**src/rtl/dps_pkg.sv**
```systemverilog
package dps_pkg;
  typedef struct packed {
    logic load;       // take a new word into the hold register
    logic shift;      // move to the next beat
    logic narrow;     // width of the word in flight
    logic beatValid;  // a beat is on the port this cycle
  } dpsStrobes_t;
endpackage

```
**src/rtl/dps_ctrl.sv**
```systemverilog
module dps_ctrl
  import dps_pkg::*;
#(
  parameter int LANES      = 4,
  parameter int PORT_LANES = 2
) (
  input  logic        clk,
  input  logic        rstN,
  input  logic        narrowMode,
  input  logic        gateClkMode,
  input  logic        inValid,
  output logic        inReady,
  output dpsStrobes_t stb,
  output logic        portQual
);
  localparam int IDX_W      = (LANES > 1) ? $clog2(LANES) : 1;
  localparam int WIDE_BEATS = LANES / PORT_LANES;

  logic             busy;
  logic             curNarrow;
  logic [IDX_W-1:0] beatIdx;
  logic             lastBeat;
  logic             accept;
  logic             qualEn;

  assign lastBeat = curNarrow ? (beatIdx == IDX_W'(LANES - 1))
                              : (beatIdx == IDX_W'(WIDE_BEATS - 1));
  assign inReady  = !busy || lastBeat;
  assign accept   = inValid && inReady;

  always_ff @(posedge clk or negedge rstN) begin
    if (!rstN) begin
      busy      <= 1'b0;
      curNarrow <= 1'b0;
      beatIdx   <= '0;
    end else if (accept) begin
      busy      <= 1'b1;
      curNarrow <= narrowMode;
      beatIdx   <= '0;
    end else if (busy && lastBeat) begin
      busy    <= 1'b0;
      beatIdx <= '0;
    end else if (busy) begin
      beatIdx <= beatIdx + 1'b1;
    end
  end

  always_comb begin
    stb.load      = accept;
    stb.shift     = busy && !lastBeat;
    stb.narrow    = curNarrow;
    stb.beatValid = busy;
  end

  // enable changes only while clk is low, so the gated pulse is never cut short
  always_ff @(negedge clk or negedge rstN) begin
    if (!rstN) qualEn <= 1'b0;
    else       qualEn <= busy;
  end

  assign portQual = gateClkMode ? (clk && qualEn) : busy;

  AST_NO_EARLY_ACCEPT: assert property (@(posedge clk) disable iff (!rstN)
    (busy && !lastBeat) |-> !inReady);
  AST_BEAT_ADVANCE: assert property (@(posedge clk) disable iff (!rstN)
    (busy && !lastBeat) |=> (busy && beatIdx == IDX_W'($past(beatIdx) + 1'b1)));
  AST_WIDTH_HELD: assert property (@(posedge clk) disable iff (!rstN)
    (busy && !lastBeat) |=> (curNarrow == $past(curNarrow)));
  AST_NO_OVERFLOW: assert property (@(posedge clk) disable iff (!rstN)
    (busy && !curNarrow) |-> (beatIdx < IDX_W'(WIDE_BEATS)));
  AST_FLAG_IDLE: assert property (@(posedge clk) disable iff (!rstN)
    (!gateClkMode && !busy) |-> !portQual);
  AST_FIRST_BEAT: assert property (@(posedge clk) disable iff (!rstN)
    accept |=> (busy && beatIdx == '0));
endmodule

```
**src/rtl/dps_datapath.sv**
```systemverilog
module dps_datapath
  import dps_pkg::*;
#(
  parameter int LANE_W     = 8,
  parameter int LANES      = 4,
  parameter int PORT_LANES = 2
) (
  input  logic                         clk,
  input  logic                         rstN,
  input  dpsStrobes_t                  stb,
  input  logic [LANE_W*LANES-1:0]      inData,
  output logic [LANE_W*PORT_LANES-1:0] portData
);
  localparam int WORD_W = LANE_W * LANES;
  localparam int PORT_W = LANE_W * PORT_LANES;

  logic [WORD_W-1:0] holdReg;

  always_ff @(posedge clk or negedge rstN) begin
    if (!rstN)          holdReg <= '0;
    else if (stb.load)  holdReg <= inData;
    else if (stb.shift) holdReg <= stb.narrow ? (holdReg >> LANE_W) : (holdReg >> PORT_W);
  end

  for (genvar g = 0; g < PORT_LANES; g++) begin : gLane
    if (g == 0) begin : gLow
      assign portData[LANE_W-1:0] = stb.beatValid ? holdReg[LANE_W-1:0] : '0;
    end else begin : gHigh
      assign portData[g*LANE_W +: LANE_W] =
        (stb.beatValid && !stb.narrow) ? holdReg[g*LANE_W +: LANE_W] : '0;
    end
  end

  AST_LOAD_CAPTURE: assert property (@(posedge clk) disable iff (!rstN)
    stb.load |=> (holdReg == $past(inData)));
  AST_WIDE_STEP: assert property (@(posedge clk) disable iff (!rstN)
    (stb.shift && !stb.narrow) |=> (holdReg[PORT_W-1:0] == $past(holdReg[2*PORT_W-1:PORT_W])));
  AST_NARROW_STEP: assert property (@(posedge clk) disable iff (!rstN)
    (stb.shift && stb.narrow) |=> (holdReg[LANE_W-1:0] == $past(holdReg[2*LANE_W-1:LANE_W])));
  AST_NARROW_UPPER: assert property (@(posedge clk) disable iff (!rstN)
    stb.narrow |-> (portData[PORT_W-1:LANE_W] == '0));
endmodule

```
**src/rtl/dword_port_serializer.sv**
```systemverilog
module dword_port_serializer
  import dps_pkg::*;
#(
  parameter int LANE_W     = 8,
  parameter int LANES      = 4,
  parameter int PORT_LANES = 2
) (
  input  logic                         clk,
  input  logic                         rstN,
  input  logic                         narrowMode,
  input  logic                         gateClkMode,
  input  logic [LANE_W*LANES-1:0]      inData,
  input  logic                         inValid,
  output logic                         inReady,
  output logic [LANE_W*PORT_LANES-1:0] portData,
  output logic                         portQual
);
  dpsStrobes_t stb;

  dps_ctrl #(.LANES(LANES), .PORT_LANES(PORT_LANES)) uCtrl (
    .clk(clk), .rstN(rstN), .narrowMode(narrowMode), .gateClkMode(gateClkMode),
    .inValid(inValid), .inReady(inReady), .stb(stb), .portQual(portQual)
  );

  dps_datapath #(.LANE_W(LANE_W), .LANES(LANES), .PORT_LANES(PORT_LANES)) uData (
    .clk(clk), .rstN(rstN), .stb(stb), .inData(inData), .portData(portData)
  );
endmodule

```
**config.mk**
```make
export PLATFORM = sky130hd
export DESIGN_NAME = dword_port_serializer
export DESIGN_NICKNAME = d
export VERILOG_FILES = /design/src/rtl/dps_pkg.sv /design/src/rtl/dps_ctrl.sv /design/src/rtl/dps_datapath.sv /design/src/rtl/dword_port_serializer.sv
export SDC_FILE = /design/constraint.sdc
export NUM_CORES = 1
export LEC_CHECK = 0
export BUFFER_PORTS_ARGS = -buffer_cell sky130_fd_sc_hd__buf_4
export CAP_MARGIN = 20
export CORE_ASPECT_RATIO = 1.25
export CORE_MARGIN = 2
export CORE_UTILIZATION = 55
export DETAILED_ROUTE_END_ITERATION = 8
export MAX_ROUTING_LAYER = met4
export PLACE_DENSITY = 0.83
export SYNTH_ARGS = -nofsm -noshare
export SYNTH_HDL_FRONTEND = slang
export SYNTH_SLANG_ARGS = --single-unit
export TNS_END_PERCENT = 5
```
**constraint.sdc**
```tcl
create_clock -name clk -period 3.15 [get_ports clk]
set_input_delay 0.63 -clock clk [delete_from_list [all_inputs] [get_ports clk]]
set_output_delay 0.63 -clock clk [all_outputs]
set_load 0.01 [all_outputs]
```
# ---- Word level (Yosys, flattened, before mapping)
# Cells that the tools add are included.
dict set report op_classes {
  add_sub_neg 1
  eq_ne 2
  mux 12
  reduce_logical 12
}
# cell count
set ops {}
lappend ops {{$mux W32} 2}
lappend ops {{$mux W24} 1}
lappend ops {{$mux W8} 2}
lappend ops {{$mux W2} 3}
lappend ops {{$logic_and A1 B1 Y1} 5}
lappend ops {{$mux W1} 4}
lappend ops {{$reduce_bool A2 Y1} 2}
lappend ops {{$logic_not A1 Y1} 3}
lappend ops {{$reduce_bool A3 Y1} 1}
lappend ops {{$add A2 B1 Y2 const B} 1}
lappend ops {{$eq A2 B1 Y1 const B} 1}
lappend ops {{$eq A2 B2 Y1 const B} 1}
lappend ops {{$logic_or A1 B1 Y1} 1}
dict set report word_totals {
  register_bits 37
  out_inout_bits 18
  wordCells 32
}

# ---- Depth between registers and ports, before layout
dict set report depth {
  depth_word 6
  depth_mapped 5
  depth_no_buf 3
}

# ---- Cells and area by module
# A second synthesis with hierarchy kept.
dict set report unflattened {
  cells_unflattened 215
  area_unflattened_um2 2100.8
}
# module instances cells_each area_each_um2 seq_area_each_um2
set by_module_without_submodules {}
lappend by_module_without_submodules {dps_datapath 1 186 1826.8 800.8}
lappend by_module_without_submodules {dps_ctrl 1 29 274.0 125.1}

==> out/results.md <==
| Result | This run |
|:---|:---|
| Cell Rows | 24 |
| Number of enable flip-flop cells after synthesis | 0 |
| Final instance area | 2550 sq um |
| Sequential element share of the synthesized area | 0.457 |
| WP buf/inv | 1 |
| Simple-gate portion of the synthesized area | 0.0964 |
| Starting utilization of the core area | 0.577 |
| Post-route setup TNS | -0.115 ns |
| Mean number of vias per cell | 5.59 |
| Setup CP Type | reg -> out |
| Xor/xnor share of the synthesized area | 0.00803 |
| VDD IR-drop max | 913 uV |
| Reported max-cap violation count | 0 |
| Ranking of synthesized cells by instance count | 72 x mux2i_1, 36 x dfrtp_1, 10 x nand2_1, 9 x nor2_1 |
| Fillcell total | 276 |
| Total of warnings raised by yosys | 0 |
| N_diodes | 0 |
| Wire length after detailed routing | 4250 um |
| Switching power | 0.000855 W |
| Pre-Repair DR Iteration Count | 4 |
| Critical path peak fanout | 1 |
| Hold Path Class | in -> async |
| Layout Cells excl Fill | 269 |
| GR Util All Layers | 0.240 |
| Area fraction in compound gates after synthesis | 0.0315 |
| Internal power | 0.00145 W |
| Post-route setup slack | -0.115 ns |
| Relative area change from synthesis to final layout | 25.8% |
| Top post-synthesis cells by area | dfrtp_1 44%, mux2i_1 36%, and2_1 2.5%, and3_1 2.5%, nand2_1 1.9% |
| Placeable Area | 3510 sq um |
| Status | finished, violations left |
| Weighted congestion at the end of routability-driven global placement | 0.781 |
| Net count, final | 267 |
| CP Data Arrival Time | 2.64 ns |
| Synthesized netlist net count | 211 |
| Number of I/O port buffers | 54 |
| Starting DRT DRC Count | 64 |
| Static leakage | 1.50 nW |
| Critical path, cell by cell | nand3_1 > o21ai_1 > buf_4 |
| Remaining global-route overflow | 0 |
| Clock-pin slew on the worst setup and hold paths | 0.07 ns |
| Critical Path Sink Type | primary output |
| Antenna-violating nets left | 0 |
| DRC violation count after routing | 0 |
| Count of final max-slew check failures | 0 |
| Multiplexer fraction of the synthesized cell area | 0.356 |
| Detailed-route via count | 1505 |
| Cell area after placement | 2420 sq um |
| Sequential group share of total power | 0.355 |
| FF+latch area | 926 sq um |
| Areal power density over the cells | 906 nW/um^2 |
| Detailed placement HPWL | 2910 um |
| Post-synthesis area per instance | 11.6 sq um |
| Actual transition at the worst max-transition pin | 0.652 ns |
| FF+latch count, synth | 37 |
| Pin count of the biggest net entering global routing | 37 |
| Setup repair after global routing missed its margin | true |
| Violations in the final reports | setup timing |
| Height of the die | 71.9 um |
| Share of final-layout standard cells stronger than drive strength 1 | 0.304 |
| Top-Level Pins | 55 |
| Relative contribution of combinational cells to total power | 0.453 |
| Clock Power Share | 0.193 |
| Tightest slew margin relative to the limit | 0.566 |
| Cell type contributing the most total cell area after synthesis | dfrtp_1 |
| Share of synthesized cell area in full adder, half adder and majority cells | 0 |
| Largest stage delay on the critical path | 0.39 ns |
| Crit path required time | 2.52 ns |
| Post-synth top area share | 0.445 |
| Later-pin clock latency in the skew report | 0.40 ns |
| Combinational family with the most area after synthesis | multiplexers |
| Number of cells in the design after placement | 259 |
| Area of the multi-input gates | 996 sq um |
| Master of the slowest instance on the critical path | dfrtn_1 |
| Primary flip-flop cell chosen by synthesis mapping | dfrtp_1 |
| Clock tree skew after final layout | 0.0230 ns |
| Initial antenna violation count | 0 |
| Startpoint type of the worst setup path | register |
| Cells after synthesis | 174 |
| Count of cell types in the netlist | 21 |
| Width of the die | 58.3 um |
| Via count of the first global-routing pass | 1615 |
| Wire length of the first global-routing pass | 7340 um |
| Dominant delay contributor by cell family on the critical path | flip-flops |
| Most frequently used cell type in the post-synthesis netlist | mux2i_1 |
| Clock tree from TritonCTS | built |
| Fraction of registers with async set/reset | 1.00 |
| Total count of hold-check failures in the final report | 0 |
| Post-Synthesis Cell Area | 2030 sq um |
| Fraction of the core area covered by cells at the end of the flow | 0.725 |
| Worst slack at placement | 0.323 ns |
| DIE AREA | 4190 sq um |
| Count of final setup violators | 2 |
| Routed wire length per instance | 15.8 um |
| Switching power share of the total | 0.370 |
layout make-up:
cell class                 instances  area share
inverter                           4     0.00589
tap                               39      0.0191
timing repair buffer              57       0.168
clock buffer                      11      0.0530
multi-input combinational        121       0.391
sequential                        37       0.363
routing by layer:
metal	vias up	global-route usage	wire [um]
li1	717	-	-
met1	737	0.288	1870
met2	45	0.376	2110
met3	6	0.0794	237
met4	0	0.0827	40
met5	-	-	0
metrics by stage:
step	power (W)	hold WS (ns)
final	0.00231	0.303
after global routing	0.00247	0.336
after CTS	0.00234	0.310
after detailed placement	0.00190	0.545
after global placement	0.00185	0.526
after floorplan	0.00165	0.334
layout by cell type (no fill, tap or decap), drive strengths merged:
cell / count
and2: 8
xnor2: 1
clkbuf: 10
a21oi: 4
or2: 1
buf: 58
and3: 8
nor2: 9
dfrtp: 36
a22o: 1
nand3: 1
a211o: 1
mux2i: 72
o21ai: 3
dfrtn: 1
nand2: 10
inv: 4
nand2b: 2
sequential cells by signal, summed over array words and instances (netlist names):
signal	cells
uData.holdReg	32
uCtrl.busy	1
uCtrl.qualEn	1
uCtrl.curNarrow	1
uCtrl.beatIdx	2
kinds of logic (layout without fill, tap and decap cells):
family                    after synthesis  in the layout
AOI/OAI and AO/OA                       9              9
muxes                                  72             72
and+or+nand+nor                        39             39
DFF                                    37             37
xor gates and xnor gates                1              1
buffers and inverters                  16             72
what timing repair did:
item                                    CTS  global route
endpoints found under the setup margin    2             2
hold buffers                              0             0
resized for setup                         1             0
endpoints found under the hold margin     0             0
buffers inserted                          0             0
power groups by stage:
stage	clock network, W	registers (W)	logic, W
floorplan	0.0000104	0.000757	0.000880
global placement	0.0000200	0.000809	0.00102
CTS	0.000459	0.000818	0.00106
detailed placement	0.0000200	0.000827	0.00105
finish	0.000444	0.000819	0.00105
global route	0.000486	0.000845	0.00114
worst paths after layout:
path | start | end | slack, ns | cells past startpoint
setup / recovery | uCtrl.qualEn | portQual | -0.12 | 3
hold / removal | rstN | uCtrl.beatIdx[0] | 0.30 | 2
setup reg to reg | uCtrl.busy | uCtrl.qualEn | 1.06 | 0
hold reg to reg | uData.holdReg[27] | uData.holdReg[27] | 0.55 | 2
max in group asynchronous | rstN | uCtrl.qualEn | 1.57 | 1
min in group clk | inData[27] | uData.holdReg[27] | 0.49 | 3
Power figures use the tool's default switching activity.
